[src/rtl/adma_ring_pkg.sv]
// Package: shared types for the auto-DMA input ring writer.
// Assumes nothing beyond IEEE 1800-2017 enums.
package adma_ring_pkg;

    // Sequencer state: idle waiting for a request, or moving block words.
    typedef enum logic {
        SEQ_IDLE = 1'b0,
        SEQ_MOVE = 1'b1
    } seq_state_e;

endpackage

[src/rtl/adma_space_track.sv]
// Module: adma_space_track
// Keeps the ring write position and the free-space count.
// Assumes blk_done is only raised when free_q >= BLOCK_WORDS, and that
// HALF_WORDS < BLOCK_WORDS <= RING_WORDS.
module adma_space_track #(
    parameter int RING_WORDS  = 1024,
    parameter int BLOCK_WORDS = 512,
    parameter int HALF_WORDS  = 256,
    parameter int FREE_W      = $clog2(RING_WORDS + 1),
    parameter int POS_W       = $clog2(BLOCK_WORDS)
) (
    input  logic              clk,
    input  logic              rst_n,
    input  logic              blk_done,
    input  logic              cons_take,
    output logic [FREE_W-1:0] free_q,
    output logic [FREE_W-1:0] free_after,
    output logic [POS_W-1:0]  pos_q
);

    localparam int POS_WRAP = BLOCK_WORDS - HALF_WORDS;

    logic [FREE_W-1:0] free_less;
    logic [FREE_W:0]   free_plus;
    logic [POS_W-1:0]  pos_d;

    // Next free count: subtract a finished block, then add a drained chunk with saturation.
    always_comb begin
        free_less = free_q - (blk_done ? FREE_W'(BLOCK_WORDS) : FREE_W'(0));
        free_plus = {1'b0, free_less} + (FREE_W + 1)'(BLOCK_WORDS);
        if (cons_take) begin
            free_after = (free_plus > (FREE_W + 1)'(RING_WORDS)) ?
                         FREE_W'(RING_WORDS) : free_plus[FREE_W-1:0];
        end else begin
            free_after = free_less;
        end
    end

    // Next position: advance by a half-block, wrapping inside one side's region.
    always_comb begin
        if (pos_q >= POS_W'(POS_WRAP)) begin
            pos_d = pos_q - POS_W'(POS_WRAP);
        end else begin
            pos_d = pos_q + POS_W'(HALF_WORDS);
        end
    end

    // Register free count and position.
    always_ff @(posedge clk) begin
        if (!rst_n) begin
            free_q <= FREE_W'(RING_WORDS);
            pos_q  <= '0;
        end else begin
            free_q <= free_after;
            if (blk_done) begin
                pos_q <= pos_d;
            end
        end
    end

endmodule

[src/rtl/adma_watch_cmp.sv]
// Module: adma_watch_cmp
// Compares every core's watch address against the two half-spans of the
// block being written. Purely combinational.
// Assumes spans do not wrap past the top of the address space.
module adma_watch_cmp #(
    parameter int NCORES      = 2,
    parameter int CORE_W      = 1,
    parameter int ADDR_W      = 20,
    parameter int POS_W       = 9,
    parameter int HALF_WORDS  = 256,
    parameter int BASE_L      = 'h2000,
    parameter int BASE_R      = 'h2200,
    parameter int CORE_STRIDE = 'h400
) (
    input  logic [CORE_W-1:0]        core_q,
    input  logic [POS_W-1:0]         pos_q,
    input  logic [NCORES*ADDR_W-1:0] watch_addr,
    input  logic [NCORES-1:0]        watch_en,
    output logic [NCORES-1:0]        hits
);

    localparam int NHALF = 2;

    logic [ADDR_W-1:0] span_lo [NHALF];
    logic [ADDR_W-1:0] span_hi [NHALF];

    // Span bounds for the left and right halves.
    for (genvar h = 0; h < NHALF; h++) begin : g_span
        localparam int HBASE = (h == 0) ? BASE_L : BASE_R;
        assign span_lo[h] = ADDR_W'(HBASE) + ADDR_W'(core_q) * ADDR_W'(CORE_STRIDE)
                          + ADDR_W'(pos_q);
        assign span_hi[h] = span_lo[h] + ADDR_W'(HALF_WORDS);
    end

    // Per-core hit: any half-span contains the enabled watch address.
    for (genvar c = 0; c < NCORES; c++) begin : g_core
        logic [ADDR_W-1:0] wa;
        logic [NHALF-1:0]  half_hit;
        assign wa = watch_addr[c*ADDR_W +: ADDR_W];
        for (genvar h = 0; h < NHALF; h++) begin : g_half
            assign half_hit[h] = watch_en[c] && (wa >= span_lo[h]) && (wa < span_hi[h]);
        end
        assign hits[c] = |half_hit;
    end

endmodule

[src/rtl/adma_seq_ctl.sv]
// Module: adma_seq_ctl
// Request sequencer: decodes auto mode, decides whether a block can start,
// counts block words, and reports completion and watch interrupts.
// Assumes core_id, auto_ctrl, start_addr and req_bytes are valid with req_valid.
module adma_seq_ctl
    import adma_ring_pkg::*;
#(
    parameter int NCORES      = 2,
    parameter int CORE_W      = 1,
    parameter int ADDR_W      = 20,
    parameter int BYTES_W     = 16,
    parameter int FREE_W      = 11,
    parameter int BLOCK_WORDS = 512,
    parameter int TSA_BITS    = 13,
    parameter int WC_W        = 9
) (
    input  logic               clk,
    input  logic               rst_n,
    input  logic               req_valid,
    input  logic [BYTES_W-1:0] req_bytes,
    input  logic [CORE_W-1:0]  core_id,
    input  logic [NCORES-1:0]  auto_ctrl,
    input  logic [ADDR_W-1:0]  start_addr,
    input  logic [FREE_W-1:0]  free_q,
    input  logic [FREE_W-1:0]  free_after,
    input  logic               in_valid,
    input  logic [NCORES-1:0]  hits,
    output logic               req_ready,
    output logic               in_ready,
    output logic [WC_W-1:0]    word_cnt,
    output logic [CORE_W-1:0]  core_q,
    output logic               blk_done,
    output logic               done_o,
    output logic [BYTES_W-1:0] done_bytes,
    output logic               done_retry,
    output logic [ADDR_W-1:0]  tsa_masked,
    output logic [NCORES-1:0]  irq
);

    localparam int BLOCK_BYTES = 2 * BLOCK_WORDS;
    localparam int TSA_KEEP    = (1 << TSA_BITS) - 1;

    seq_state_e         state_q;
    logic [BYTES_W-1:0] rem_q;
    logic [BYTES_W-1:0] proc_q;
    logic [BYTES_W-1:0] rem_after;
    logic [NCORES-1:0]  core_mask;
    logic               auto_on;
    logic               can_start;
    logic               fire;
    logic               go_on;

    // Auto-mode decode and start condition for a fresh request.
    always_comb begin
        core_mask = NCORES'(core_id) + NCORES'(1);
        auto_on   = (auto_ctrl & core_mask) == core_mask;
        can_start = auto_on && (free_q != '0) && (req_bytes >= BYTES_W'(BLOCK_BYTES));
    end

    // Word handshake and end-of-block continuation decision.
    always_comb begin
        req_ready = (state_q == SEQ_IDLE);
        in_ready  = (state_q == SEQ_MOVE);
        fire      = in_ready && in_valid;
        blk_done  = fire && (word_cnt == WC_W'(BLOCK_WORDS - 1));
        rem_after = rem_q - BYTES_W'(BLOCK_BYTES);
        go_on     = (free_after != '0) && (rem_after >= BYTES_W'(BLOCK_BYTES));
    end

    // Sequencer state, counters and one-cycle result pulses.
    always_ff @(posedge clk) begin
        if (!rst_n) begin
            state_q    <= SEQ_IDLE;
            rem_q      <= '0;
            proc_q     <= '0;
            word_cnt   <= '0;
            core_q     <= '0;
            done_o     <= 1'b0;
            done_bytes <= '0;
            done_retry <= 1'b0;
            tsa_masked <= '0;
            irq        <= '0;
        end else begin
            done_o <= 1'b0;
            irq    <= '0;
            case (state_q)
                SEQ_IDLE: begin
                    if (req_valid) begin
                        core_q <= core_id;
                        if (auto_on) begin
                            tsa_masked <= start_addr & ADDR_W'(TSA_KEEP);
                        end
                        if (can_start) begin
                            state_q  <= SEQ_MOVE;
                            rem_q    <= req_bytes;
                            proc_q   <= '0;
                            word_cnt <= '0;
                        end else begin
                            done_o     <= 1'b1;
                            done_bytes <= '0;
                            done_retry <= auto_on;
                        end
                    end
                end
                SEQ_MOVE: begin
                    if (fire) begin
                        word_cnt <= blk_done ? WC_W'(0) : word_cnt + WC_W'(1);
                    end
                    if (blk_done) begin
                        irq    <= hits;
                        rem_q  <= rem_after;
                        proc_q <= proc_q + BYTES_W'(BLOCK_BYTES);
                        if (!go_on) begin
                            state_q    <= SEQ_IDLE;
                            done_o     <= 1'b1;
                            done_bytes <= proc_q + BYTES_W'(BLOCK_BYTES);
                            done_retry <= 1'b0;
                        end
                    end
                end
                default: state_q <= SEQ_IDLE;
            endcase
        end
    end

endmodule

[src/rtl/adma_ring_writer.sv]
// Module: adma_ring_writer (top)
// Streams DMA halfwords into a stereo input ring in sound RAM: each block
// goes half to the core's left region, half to its right region.
// Tracks position and free space, and pulses per-core watch interrupts.
// Assumes in_data is valid with in_valid, and that watch inputs stay
// stable during a block.
module adma_ring_writer #(
    parameter int NCORES      = 2,
    parameter int ADDR_W      = 20,
    parameter int DATA_W      = 16,
    parameter int BYTES_W     = 16,
    parameter int HALF_WORDS  = 256,
    parameter int RING_WORDS  = 1024,
    parameter int BASE_L      = 'h2000,
    parameter int BASE_R      = 'h2200,
    parameter int CORE_STRIDE = 'h400,
    parameter int TSA_BITS    = 13,
    localparam int CORE_W     = $clog2(NCORES),
    localparam int FREE_W     = $clog2(RING_WORDS + 1)
) (
    input  logic                     clk,
    input  logic                     rst_n,
    input  logic [CORE_W-1:0]        core_id,
    input  logic [NCORES-1:0]        auto_ctrl,
    input  logic [ADDR_W-1:0]        start_addr,
    input  logic                     req_valid,
    input  logic [BYTES_W-1:0]       req_bytes,
    output logic                     req_ready,
    output logic                     done_o,
    output logic [BYTES_W-1:0]       done_bytes,
    output logic                     done_retry,
    output logic [ADDR_W-1:0]        tsa_masked,
    input  logic                     in_valid,
    output logic                     in_ready,
    input  logic [DATA_W-1:0]        in_data,
    output logic                     ram_we,
    output logic [ADDR_W-1:0]        ram_addr,
    output logic [DATA_W-1:0]        ram_wdata,
    input  logic                     cons_take,
    output logic [FREE_W-1:0]        free_words,
    input  logic [NCORES*ADDR_W-1:0] watch_addr,
    input  logic [NCORES-1:0]        watch_en,
    output logic [NCORES-1:0]        irq
);

    localparam int BLOCK_WORDS = 2 * HALF_WORDS;
    localparam int POS_W       = $clog2(BLOCK_WORDS);
    localparam int WC_W        = POS_W;

    logic [FREE_W-1:0] free_after;
    logic [POS_W-1:0]  pos_q;
    logic [WC_W-1:0]   word_cnt;
    logic [CORE_W-1:0] core_q;
    logic              blk_done;
    logic [NCORES-1:0] hits;
    logic [ADDR_W-1:0] seg_base;

    adma_space_track #(
        .RING_WORDS (RING_WORDS),
        .BLOCK_WORDS(BLOCK_WORDS),
        .HALF_WORDS (HALF_WORDS),
        .FREE_W     (FREE_W),
        .POS_W      (POS_W)
    ) u_space (
        .clk       (clk),
        .rst_n     (rst_n),
        .blk_done  (blk_done),
        .cons_take (cons_take),
        .free_q    (free_words),
        .free_after(free_after),
        .pos_q     (pos_q)
    );

    adma_watch_cmp #(
        .NCORES     (NCORES),
        .CORE_W     (CORE_W),
        .ADDR_W     (ADDR_W),
        .POS_W      (POS_W),
        .HALF_WORDS (HALF_WORDS),
        .BASE_L     (BASE_L),
        .BASE_R     (BASE_R),
        .CORE_STRIDE(CORE_STRIDE)
    ) u_watch (
        .core_q    (core_q),
        .pos_q     (pos_q),
        .watch_addr(watch_addr),
        .watch_en  (watch_en),
        .hits      (hits)
    );

    adma_seq_ctl #(
        .NCORES     (NCORES),
        .CORE_W     (CORE_W),
        .ADDR_W     (ADDR_W),
        .BYTES_W    (BYTES_W),
        .FREE_W     (FREE_W),
        .BLOCK_WORDS(BLOCK_WORDS),
        .TSA_BITS   (TSA_BITS),
        .WC_W       (WC_W)
    ) u_seq (
        .clk       (clk),
        .rst_n     (rst_n),
        .req_valid (req_valid),
        .req_bytes (req_bytes),
        .core_id   (core_id),
        .auto_ctrl (auto_ctrl),
        .start_addr(start_addr),
        .free_q    (free_words),
        .free_after(free_after),
        .in_valid  (in_valid),
        .hits      (hits),
        .req_ready (req_ready),
        .in_ready  (in_ready),
        .word_cnt  (word_cnt),
        .core_q    (core_q),
        .blk_done  (blk_done),
        .done_o    (done_o),
        .done_bytes(done_bytes),
        .done_retry(done_retry),
        .tsa_masked(tsa_masked),
        .irq       (irq)
    );

    // Sound-RAM write port: upper word-count bit picks the right half.
    always_comb begin
        seg_base  = word_cnt[WC_W-1] ? ADDR_W'(BASE_R) : ADDR_W'(BASE_L);
        ram_we    = in_ready && in_valid;
        ram_addr  = seg_base + ADDR_W'(core_q) * ADDR_W'(CORE_STRIDE)
                  + ADDR_W'(pos_q) + ADDR_W'(word_cnt[WC_W-2:0]);
        ram_wdata = in_data;
    end

endmodule

[config.mk]
export PLATFORM = sky130hd
export DESIGN_NAME = adma_ring_writer
export DESIGN_NICKNAME = d
export VERILOG_FILES = /design/src/rtl/adma_ring_pkg.sv /design/src/rtl/adma_space_track.sv /design/src/rtl/adma_watch_cmp.sv /design/src/rtl/adma_seq_ctl.sv /design/src/rtl/adma_ring_writer.sv
export SDC_FILE = /design/constraint.sdc
export NUM_CORES = 1
export LEC_CHECK = 0
export BUFFER_PORTS_ARGS = -buffer_cell sky130_fd_sc_hd__clkbuf_2
export CAP_MARGIN = 10
export CORE_UTILIZATION = 51
export DETAILED_ROUTE_END_ITERATION = 10
export PLACE_DENSITY = 0.92
export SLEW_MARGIN = 20
export SYNTH_ARGS = -nofsm -noshare
export SYNTH_HDL_FRONTEND = slang
export SYNTH_SLANG_ARGS = --single-unit
[constraint.sdc]
create_clock -name clk -period 6.4 [get_ports clk]
set_input_delay 0.96 -clock clk [delete_from_list [all_inputs] [get_ports clk]]
set_output_delay 0.96 -clock clk [all_outputs]
set_load 0.03 [all_outputs]
* Yosys cells after proc, flatten, opt, wreduce, memory -nomap -nowiden
Cells that the tools add are included.
Cells by class: $lt $le $gt $ge 12, add/sub/neg operators 17, multiplexer cells 38, bitwise operators 2, reductions and logical operators 23, eq/ne operators 8
Operator list (number):
- $mux W16 | 10
- $pmux W16 S2 | 3
- $ge A20 B20 Y1 | 4
- $lt A20 B20 Y1 | 4
- $mux W9 | 5
- $add A20 B9 Y20 | 2
- $add A20 B9 Y20 const B | 2
- $ge A16 B11 Y1 const B | 2
- $add A14 B11 Y15 const A | 2
- $mux W11 | 2
- $reduce_bool A11 Y1 | 2
- $mux W10 | 2
- $pmux W9 S2 | 1
- $add A16 B8 Y17 | 1
- $add A15 B9 Y16 | 1
- $add A16 B11 Y16 const B | 1
- $sub A16 B11 Y16 const B | 1
- $add A14 B11 Y15 | 1
- $logic_and A1 B1 Y1 | 13
- $add A11 B10 Y12 const B | 1
- $gt A12 B11 Y1 const B | 1
- $mux W1 | 12
- $reduce_and A3 Y1 | 4
- $sub A11 B11 Y11 | 1
- other kinds (15) | 22
Word-level totals: output and inout port bits 90, bits of input ports 102, register bits after elaboration 96

* Longest topological paths before layout
Gate-level depths: netlist of the first run.
depth after elaboration 13, mapped depth 15, depth with buffers taken out 13

* Cells and area by module
Synthesis of the first run repeated with hierarchy kept, for this count alone.
Unflattened totals: cells, all modules 634, area total of the unflattened synthesis 5674.2 µm²
Modules (own cells, without submodules):
- adma_seq_ctl | times used 1, cells an instance 370, area each 3545.9 µm², seq. area each 1521.5 µm²
- adma_watch_cmp | times used 1, cells an instance 120, area each 929.6 µm², seq. area each 0.0 µm²
- adma_ring_writer | times used 1, cells an instance 81, area each 628.1 µm², seq. area each 0.0 µm²
- adma_space_track | times used 1, cells an instance 63, area each 570.5 µm², seq. area each 240.2 µm²

* Worst setup path after synthesis of the first run
Ideal clock, no wire load.
path kind reg2reg, start point reg u_seq.word_cnt[0], end point reg u_seq.done_bytes[11], library setup time 0.124 ns, buffers on the path 2, cell stages (with the launch flop) 16, arrival 3.069 ns, path slack 3.207 ns, cell sequence dfxtp_1 ha_1 and3_1 and3_1 and3_1 ha_1 nand3_1 clkinv_1 ha_1 xnor2_1 nand2_1 o31ai_1 o21a_1 buf_2 buf_4 o22ai_1
Between the ends: cells in the longest elaborated chain, start to end 12
RTL lines:
- start: declaration | RTL line adma_seq_ctl.sv:30 | output logic [WC_W-1:0] word_cnt,
- start signal: assignment | RTL line adma_seq_ctl.sv:107 | word_cnt <= blk_done ? WC_W'(0) : word_cnt + WC_W'(1);
- $eq A9 B9 Y1 (*) | RTL line adma_seq_ctl.sv:65 | blk_done = fire && (word_cnt == WC_W'(BLOCK_WORDS - 1));
- $logic_and A1 B1 Y1 (*) | RTL line adma_seq_ctl.sv:65
- named net blk_done | RTL line adma_ring_writer.sv:54 | logic blk_done;
- $mux W10 | RTL line adma_space_track.sv:29 | free_less = free_q - (blk_done ? FREE_W'(BLOCK_WORDS) : FREE_W'(0));
- $sub A11 B11 Y11 | RTL line adma_space_track.sv:29
- $add A11 B10 Y12 | RTL line adma_space_track.sv:30 | free_plus = {1'b0, free_less} + (FREE_W + 1)'(BLOCK_WORDS);
- $gt A12 B11 Y1 | RTL line adma_space_track.sv:32 | free_after = (free_plus > (FREE_W + 1)'(RING_WORDS)) ?
- $mux W11 | RTL line adma_space_track.sv:32
- $mux W11 | RTL line adma_space_track.sv:31 | if (cons_take) begin
- $reduce_bool A11 Y1 | RTL line adma_seq_ctl.sv:67 | go_on = (free_after != '0) && (rem_after >= BYTES_W'(BLOCK_BYTES));
- $logic_and A1 B1 Y1 | RTL line adma_seq_ctl.sv:67
- $ne A2 B2 Y1 (no source line)
- $reduce_and A4 Y1 (no source line) (*)
- end signal: assignment | RTL line adma_seq_ctl.sv:116 | done_bytes <= proc_q + BYTES_W'(BLOCK_BYTES);
- end: declaration | RTL line adma_seq_ctl.sv:34 | output logic [BYTES_W-1:0] done_bytes,
The timed path passes the listed nets; every way through them passes the cells marked *. A chain may end at the register's enable or synchronous reset.

* Final worst setup path of the first run
start point reg u_seq.word_cnt[0], end point reg u_seq.done_bytes[15]
Same word-level chain as after synthesis.

==> metrics.md, run 1 <==
| Metric | Value |
|---|---|
| Synth Area in Compound Gates | 16.7% |
| Clk buf depth | 2 |
| Total GRT Usage | 22.5% |
| Area of the multi-input gates | 0.00219 mm2 |
| Relative max-transition margin | 28.9% |
| Crit path max-delay cell type | o21a_1 |
| Final period util | 59.4% |
| Synth-to-layout area growth | 17.3% |
| Post-synthesis sequential area ratio | 40.1% |
| DP Cell Count | 717 |
| Simple-gate share of the synthesized area | 20.9% |
| HPWL Detailed | 7.64 mm |
| Avg WL per Cell | 13.9 um |
| Worst setup path startpoint | u_seq.word_cnt[0]$_SDFFE_PN0P_ |
| Vias post-DR | 3972 |
| Worst-path clk slew | 0.10 ns |
| Hold Crit Start | u_seq.proc_q[2]$_SDFFE_PN0P_ |
| Post-synth ARST share | 0% |
| Synth Warn # | 0 |
| Fill count | 731 |
| Max incr delay on CP | 0.56 ns |
| Critical Path Fanout Max | 18 |
| Inserted Clock Buffers | 9 |
| Hold Crit Class | reg -> reg |
| Crit path launch type | flip-flop |
| Vias per cell | 5.42 |
| PortBufs | 136 |
| Setup slack, reg-to-reg | 2.60 ns |
| Die W | 94.8 um |
| Synth unique cells | 57 |
| Overall Power | 1.18 mW |
| Crit. End Element | flip-flop |
| Fmax | 263 MHz |
| Status | completed |
| Clk root buf | clkbuf_8 |
| Vias in the first global route | 3656 |
| Worst VDD drop | 0.0000955 V |
| Pin count of the biggest net entering global routing | 84 |
| CP cell instances | ha_1 -> and3_1 -> and3_1 -> and3_1 -> ha_1 -> nand3_1 -> clkinv_1 -> ha_1 -> xnor2_1 -> nand2_1 -> o31ai_1 -> o21a_1 -> o22ai_1 |
| GPL Wtd Cong | 0.843 |
| Share of layout cells above drive strength 1 | 26.1% |
| Register Area | 0.00176 mm2 |
| Clk_lat worst skew | 0.36 ns |
| Unrepaired setup endpoints after global routing | no |
| Setup TNS | 0 ns |
| Largest family of logic cells by synthesized area | simple AND/OR/NAND/NOR gates |
| Die boundary height | 94.8 um |
| Least-Margin Pin Slew | 1.06 ns |
| Total Die Area | 0.00899 mm2 |
| CP Data Arrival Time | 4.02 ns |
| Power Dens Cells | 230 mW/mm2 |
| Antenna-violating nets left | 0 |
| Nets | 747 |
| DRC viols | 0 |
| Io pins | 192 |
| Finished Layout Cells | 733 |
| Drt total wl | 10.2 mm |
| CTS tree | yes |
| Post-CTS sizing | 0 |
| Post-synthesis register bit count | 88 |
| Worst path required time | 6.61 ns |
| Initial antenna violation count | 0 |
| Core ar. | 0.00826 mm2 |
| Crit path time final | 3.80 ns |
| Global-route wire length before repair | 15.9 mm |
| Cells after synthesis | 516 |
| Syn_area_per_cell | 8.52 um2 |
| Post-synthesis xor/xnor area fraction | 1.40% |
| CTS H-tree depth | 3 |
| Skew final | 0.0146 ns |
| Hold Slack | 0.445 ns |
| Pleak | 2.33 nW |
| Reg-to-Reg Start | u_seq.word_cnt[0]$_SDFFE_PN0P_ |
| Initial DRC count | 224 |
| Predominant post-synthesis flop cell | dfxtp_1 |
| Clk sinks | 88 |
| Post-synthesis adder-cell area fraction | 6.72% |
| DR pass1 iterations | 5 |
| GRT overflow | 0 |
| CP Class | reg -> reg |
| Row cnt | 33 |
| Post-synthesis mux area share | 2.73% |
| ANT cells | 0 |
| Post-Syn Area | 0.00439 mm2 |
| Fin. Hold Viols | 0 |
| Max Slew Vio Count | 0 |
| Post-CTS Setup Inserts | 0 |
| Post-synth EDFFs | 0 |
| Initial Util | 53.2% |
| # setup viols final | 0 |
| Max Cap Violations | 0 |
| Hold-fix buffers at CTS | 0 |
-- Yosys cell counts, types with 4 or more instances --
| cell | instances | area (um2) |
|---|---|---|
| dfxtp_1 | 88 | 1760 |
| nand2_1 | 65 | 244 |
| nor2_1 | 43 | 161 |
| inv_1 | 37 | 139 |
| buf_4 | 34 | 255 |
| ha_1 | 22 | 275 |
| o22ai_1 | 21 | 131 |
| nand3_1 | 17 | 85.1 |
| clkbuf_1 | 14 | 52.6 |
| nor2b_1 | 14 | 87.6 |
| a21boi_1 | 12 | 90.1 |
| mux2i_1 | 12 | 120 |
| o21ai_0 | 12 | 60.1 |
| a21oi_1 | 11 | 55.1 |
| o21ai_1 | 8 | 40.0 |
| and3_1 | 7 | 43.8 |
| buf_2 | 7 | 35.0 |
| nand3b_1 | 7 | 52.6 |
| o211ai_1 | 7 | 52.6 |
| nor4_1 | 6 | 37.5 |
| and2_1 | 5 | 31.3 |
| a21boi_0 | 4 | 30.0 |
| nor3_1 | 4 | 20.0 |
| xnor2_1 | 4 | 35.0 |
-- placed cells by master (no fill, tap or decap), drive strengths merged, types with 3 or more instances in the layout --
cell / netlist / layout
nand2: 65 / 65
nand3b: 7 / 7
and3: 7 / 7
a31oi: 3 / 3
o21ai: 20 / 20
or2: 3 / 3
inv: 37 / 40
and2: 5 / 5
xnor2: 4 / 4
o21a: 3 / 3
a211oi: 3 / 3
xor2: 3 / 3
nor3: 4 / 4
dfxtp: 88 / 88
clkbuf: 14 / 146
o22ai: 21 / 21
o311a: 3 / 3
a21boi: 16 / 16
mux2i: 12 / 12
o211ai: 7 / 7
a21oi: 11 / 11
nor2b: 14 / 14
nand3: 17 / 17
conb: 2 / 16
ha: 22 / 22
nor2: 44 / 44
nor4: 9 / 9
-- stage by stage --
| stage | worst slack (ns) | util, % | cell area, um2 |
|---|---|---|---|
| finish | 2.60 | 62.4 | 5150 |
| global route | 2.31 | 62.4 | 5150 |
| CTS | 2.63 | 62.4 | 5150 |
| detailed placement | 2.66 | 59.6 | 4920 |
| global placement | 2.80 | 59.6 | 4920 |
| floorplan | 3.21 | - | 4450 |
-- routing by layer --
metal	track usage (%)	up-vias	share of wire (%)
met5	0	-	0
li1	-	1933	-
met4	8.71	0	1.8
met3	5.48	22	6.6
met1	25.4	1864	42
met2	40.3	153	50
-- critical path, delay by kind of cell, from the launching register on --
kind | cells | cell delay, ns
and+or+nand+nor | 5 | 1.03
AOI/OAI and AO/OA | 3 | 0.97
adders and majority gates | 3 | 0.73
DFF | 1 | 0.35
buffers and inverters | 1 | 0.31
xor gates and xnor gates | 1 | 0.26
-- state kept, by name, indices dropped and copies added (netlist names) --
| register | count |
|---|---|
| u_seq.proc_q | 16 |
| u_seq.word_cnt | 9 |
| u_space.free_q | 11 |
| u_seq.tsa_masked | 13 |
| u_seq.done_retry | 1 |
| u_space.pos_q | 1 |
| u_seq.core_q | 1 |
| u_seq.in_ready | 1 |
| u_seq.rem_q | 16 |
| u_seq.irq | 2 |
| u_seq.done_o | 1 |
| u_seq.done_bytes | 16 |
-- cell families (layout without fill, tap and decap cells) --
logic type / after synthesis / after routing
adders and majority gates: 24 / 24
muxes: 12 / 12
AOI/OAI and AO/OA: 103 / 103
and+or+nand+nor: 186 / 186
DFF: 88 / 88
buffers and inverters: 94 / 192
xor gates and xnor gates: 7 / 7
other: 2 / 16
-- final timing paths --
kind                                                          end  cells after the start
worst max register to register  u_seq.done_bytes[15]$_SDFFE_PN0P_                     13
worst min register to register       u_seq.proc_q[2]$_SDFFE_PN0P_                      2
worst max-delay path            u_seq.done_bytes[15]$_SDFFE_PN0P_                     13
worst min-delay path                 u_seq.proc_q[2]$_SDFFE_PN0P_                      2
-- where the power goes --
part	leakage [nW]	internal (mW)	switching, mW	total (mW)
logic	1.50	0.0616	0.108	0.169
registers	0.713	0.561	0.00987	0.570
clock network	0.118	0.236	0.207	0.443
total	2.33	0.858	0.325	1.18
-- area by class of cell --
| class | count | area share (%) |
|---|---|---|
| Sequential cell | 88 | 34.2 |
| Timing Repair Buffer | 138 | 13.5 |
| Clock inverter | 6 | 1.85 |
| Inverter | 38 | 2.77 |
| Multi-Input combinational cell | 348 | 42.5 |
| Tap cell | 105 | 2.55 |
| Clock buffer | 10 | 2.67 |
No activity file was read; power rests on OpenSTA's default activity.
==> run 2, diff against run 1 <==
- CORE_UTILIZATION: 51 -> 43
- PLACE_DENSITY: 0.92 -> 0.83
- clock period: 6.4 -> 3.4 ns (I/O delays scaled with it)
==> metrics.md, run 2 (synthesis gave the netlist of run 1 again) <==
| Metric | Value |
|---|---|
| Status | completed (unchanged) |
| Finished Layout Cells | 767 (was 733) |
| Share of layout cells above drive strength 1 | 27.0% (was 26.1%) |
| DR WL met2 | 5.25 mm (was 5.07 mm) |
| Fin. Hold Viols | 0 (unchanged) |
| Post-CTS Setup Inserts | 0 (unchanged) |
| Highest metal used | met4 (unchanged) |
| Setup slack, reg-to-reg | 0.32 ns (was 2.60 ns) |
| Placed Area | 0.00500 mm2 (was 0.00492 mm2) |
| Worst path required time | 3.61 ns (was 6.61 ns) |
| Hold depth | 3 (was 2) |
| ANT cells | 0 (unchanged) |
| Vias per cell | 5.07 (was 5.42) |
| Core ar. | 0.00982 mm2 (was 0.00826 mm2) |
| Initial Util | 44.8% (was 53.2%) |
| Reg-to-Reg Start | u_seq.word_cnt[0]$_SDFFE_PN0P_ (unchanged) |
| Relative max-transition margin | 54.6% (was 28.9%) |
| DR pass1 iterations | 4 (was 5) |
| Io pins | 192 (unchanged) |
| Clk root buf | clkbuf_8 (unchanged) |
| Crit path time final | 3.08 ns (was 3.80 ns) |
| Total GRT Usage | 20.0% (was 22.5%) |
| Post-CTS sizing | 0 (unchanged) |
| Crit path launch type | flip-flop (unchanged) |
| Crit. End Element | flip-flop (unchanged) |
| Avg WL per Cell | 13.5 um (was 13.9 um) |
| CP Data Arrival Time | 3.29 ns (was 4.02 ns) |
| Global-route wire length before repair | 16.4 mm (was 15.9 mm) |
| Power Dens Cells | 398 mW/mm2 (was 230 mW/mm2) |
| Synth-to-layout area growth | 18.0% (was 17.3%) |
| CP Class | reg -> reg (unchanged) |
| Drt total wl | 10.4 mm (was 10.2 mm) |
| Max Cap Violations | 0 (unchanged) |
| CTS tree | yes (unchanged) |
| Final period util | 90.6% (was 59.4%) |
| Post-route cell area | 0.00518 mm2 (was 0.00515 mm2) |
| CTS H-tree depth | 3 (unchanged) |
| Die W | 103 um (was 94.8 um) |
| Pin count of the biggest net entering global routing | 36 (was 84) |
| Worst reg2reg endpoint | u_seq.done_bytes[13]$_SDFFE_PN0P_ (was u_seq.done_bytes[15]$_SDFFE_PN0P_) |
| DRC viols | 0 (unchanged) |
| GRT overflow | 0 (unchanged) |
| # setup viols final | 0 (unchanged) |
| Inserted Clock Buffers | 9 (unchanged) |
| Final core utilization | 52.8% (was 62.4%) |
| Vias post-DR | 3890 (was 3972) |
| Unrepaired setup endpoints after global routing | no (unchanged) |
| Setup TNS | 0 ns (unchanged) |
| Hold-fix buffers at CTS | 0 (unchanged) |
| Leading registers by flop count | u_seq.done_bytes x16, u_seq.proc_q x16, u_seq.rem_q x16 (unchanged) |
| Clk buf depth | 2 (unchanged) |
| Initial antenna violation count | 0 (unchanged) |
| Worst VDD drop | 0.000243 V (was 0.0000955 V) |
| GPL Wtd Cong | 0.839 (was 0.843) |
| Die boundary height | 103 um (was 94.8 um) |
| Worst-path clk slew | 0.09 ns (was 0.10 ns) |
| Metal-1 WL | 4.37 mm (was 4.23 mm) |
| Most frequent cells in the layout | clkbuf_2, dfxtp_1, nand2_1, nor2_1, inv_1 (unchanged) |
| Pleak | 2.33 nW (about the same) |
| Antenna-violating nets left | 0 (unchanged) |
| Critical Path Fanout Max | 18 (unchanged) |
| Initial DRC count | 144 (was 224) |
| Clk_lat worst skew | 0.35 ns (was 0.36 ns) |
| Clk sinks | 88 (unchanged) |
| Nets | 753 (was 747) |
| Max Slew Vio Count | 0 (unchanged) |
| Skew final | 0.00873 ns (was 0.0146 ns) |
| Hold Crit Start | start_addr[8] (was u_seq.proc_q[2]$_SDFFE_PN0P_) |
| Min-Delay Endpoint | u_seq.tsa_masked[8]$_SDFFE_PN0P_ (was u_seq.proc_q[2]$_SDFFE_PN0P_) |
| Row cnt | 36 (was 33) |
| Worst-case reg-to-reg path depth | 14 (was 13) |
| DP Cell Count | 751 (was 717) |
| Total Die Area | 0.0106 mm2 (was 0.00899 mm2) |
| HPWL Detailed | 8.02 mm (was 7.64 mm) |
| Fmax | 325 MHz (was 263 MHz) |
| WL met3 | 637 um (was 674 um) |
| Least-Margin Pin Slew | 0.664 ns (was 1.06 ns) |
| PortBufs | 136 (unchanged) |
| Vias in the first global route | 3610 (was 3656) |
| Hold Crit Class | in -> reg (was reg -> reg) |
| Commonest non-fill, non-tap cell in the layout | clkbuf_2 (unchanged) |
==> run 2: cell count changes in the layout (fill, tap and decap cells not counted), sizes merged <==
| cell | delta |
|---|---|
| bufinv | -2 |
| clkinv | +1 |
| inv | -1 |
| buf | +6 |
| clkinvlp | +2 |
==> run 2: through the flow <==
| stage | hold WS [ns] | worst slack (ns) | power (mW) |
|---|---|---|---|
| final | 0.367 | 0.319 | 2.06 |
| after global routing | 0.355 | 0.0843 | 2.17 |
| after floorplan | 0.416 | 0.207 | 1.36 |
| after detailed placement | 0.431 | 0.142 | 1.42 |
| after global placement | 0.422 | 0.254 | 1.41 |
| after CTS | 0.345 | 0.117 | 2.08 |
==> run 2: layout make-up <==
type / count / area (um2)
fillers: 949 / 4640
inverters: 38 / 143
repair buffers: 144 / 741
well taps: 133 / 166
clock buffers: 10 / 138
clock inverters: 6 / 42.5
multi-input cells: 348 / 2190
flip-flops and latches: 88 / 1760
==> run 2: worst max-delay path, cell delays in order, from the launching register on <==
cell and delay [ns]:
dfxtp_1 0.35, ha_1 0.23, and3_1 0.21, and3_1 0.21, and3_1 0.19, ha_1 0.21
nand3_1 0.12, clkinv_1 0.10, ha_1 0.20, xnor2_1 0.25, nand2_1 0.14, o31ai_1 0.23
o21a_1 0.14, buf_4 0.22, o22ai_1 0.13
==> run 2: worst max-delay path by stage <==
| stage | from | end | slack, ns | cells past startpoint |
|---|---|---|---|---|
| global route | u_seq.word_cnt[0]$_SDFFE_PN0P_ | u_seq.done_bytes[13]$_SDFFE_PN0P_ | 0.08 | 14 |
| global placement | u_seq.word_cnt[0]$_SDFFE_PN0P_ | u_seq.done_bytes[4]$_SDFFE_PN0P_ | 0.25 | 13 |
| CTS | u_seq.word_cnt[0]$_SDFFE_PN0P_ | u_seq.done_bytes[8]$_SDFFE_PN0P_ | 0.12 | 13 |
| finish | u_seq.word_cnt[0]$_SDFFE_PN0P_ | u_seq.done_bytes[13]$_SDFFE_PN0P_ | 0.32 | 14 |
| floorplan | u_seq.word_cnt[0]$_SDFFE_PN0P_ | u_seq.done_bytes[11]$_SDFFE_PN0P_ | 0.21 | 15 |
| detailed placement | u_seq.word_cnt[0]$_SDFFE_PN0P_ | u_seq.done_bytes[13]$_SDFFE_PN0P_ | 0.14 | 13 |
==> run 2: where the power goes <==
part           internal, mW  total (mW)  switching (mW)
sequential             1.06        1.08          0.0200
clock                 0.288       0.669           0.381
combinational         0.119       0.319           0.200
==> run 2: layer usage <==
metal | up-vias | GRT usage (%)
li1 | 1947 | -
met1 | 1801 | 23.1
met2 | 127 | 35.8
met3 | 15 | 5.36
met4 | 0 | 6.83
met5 | - | 0
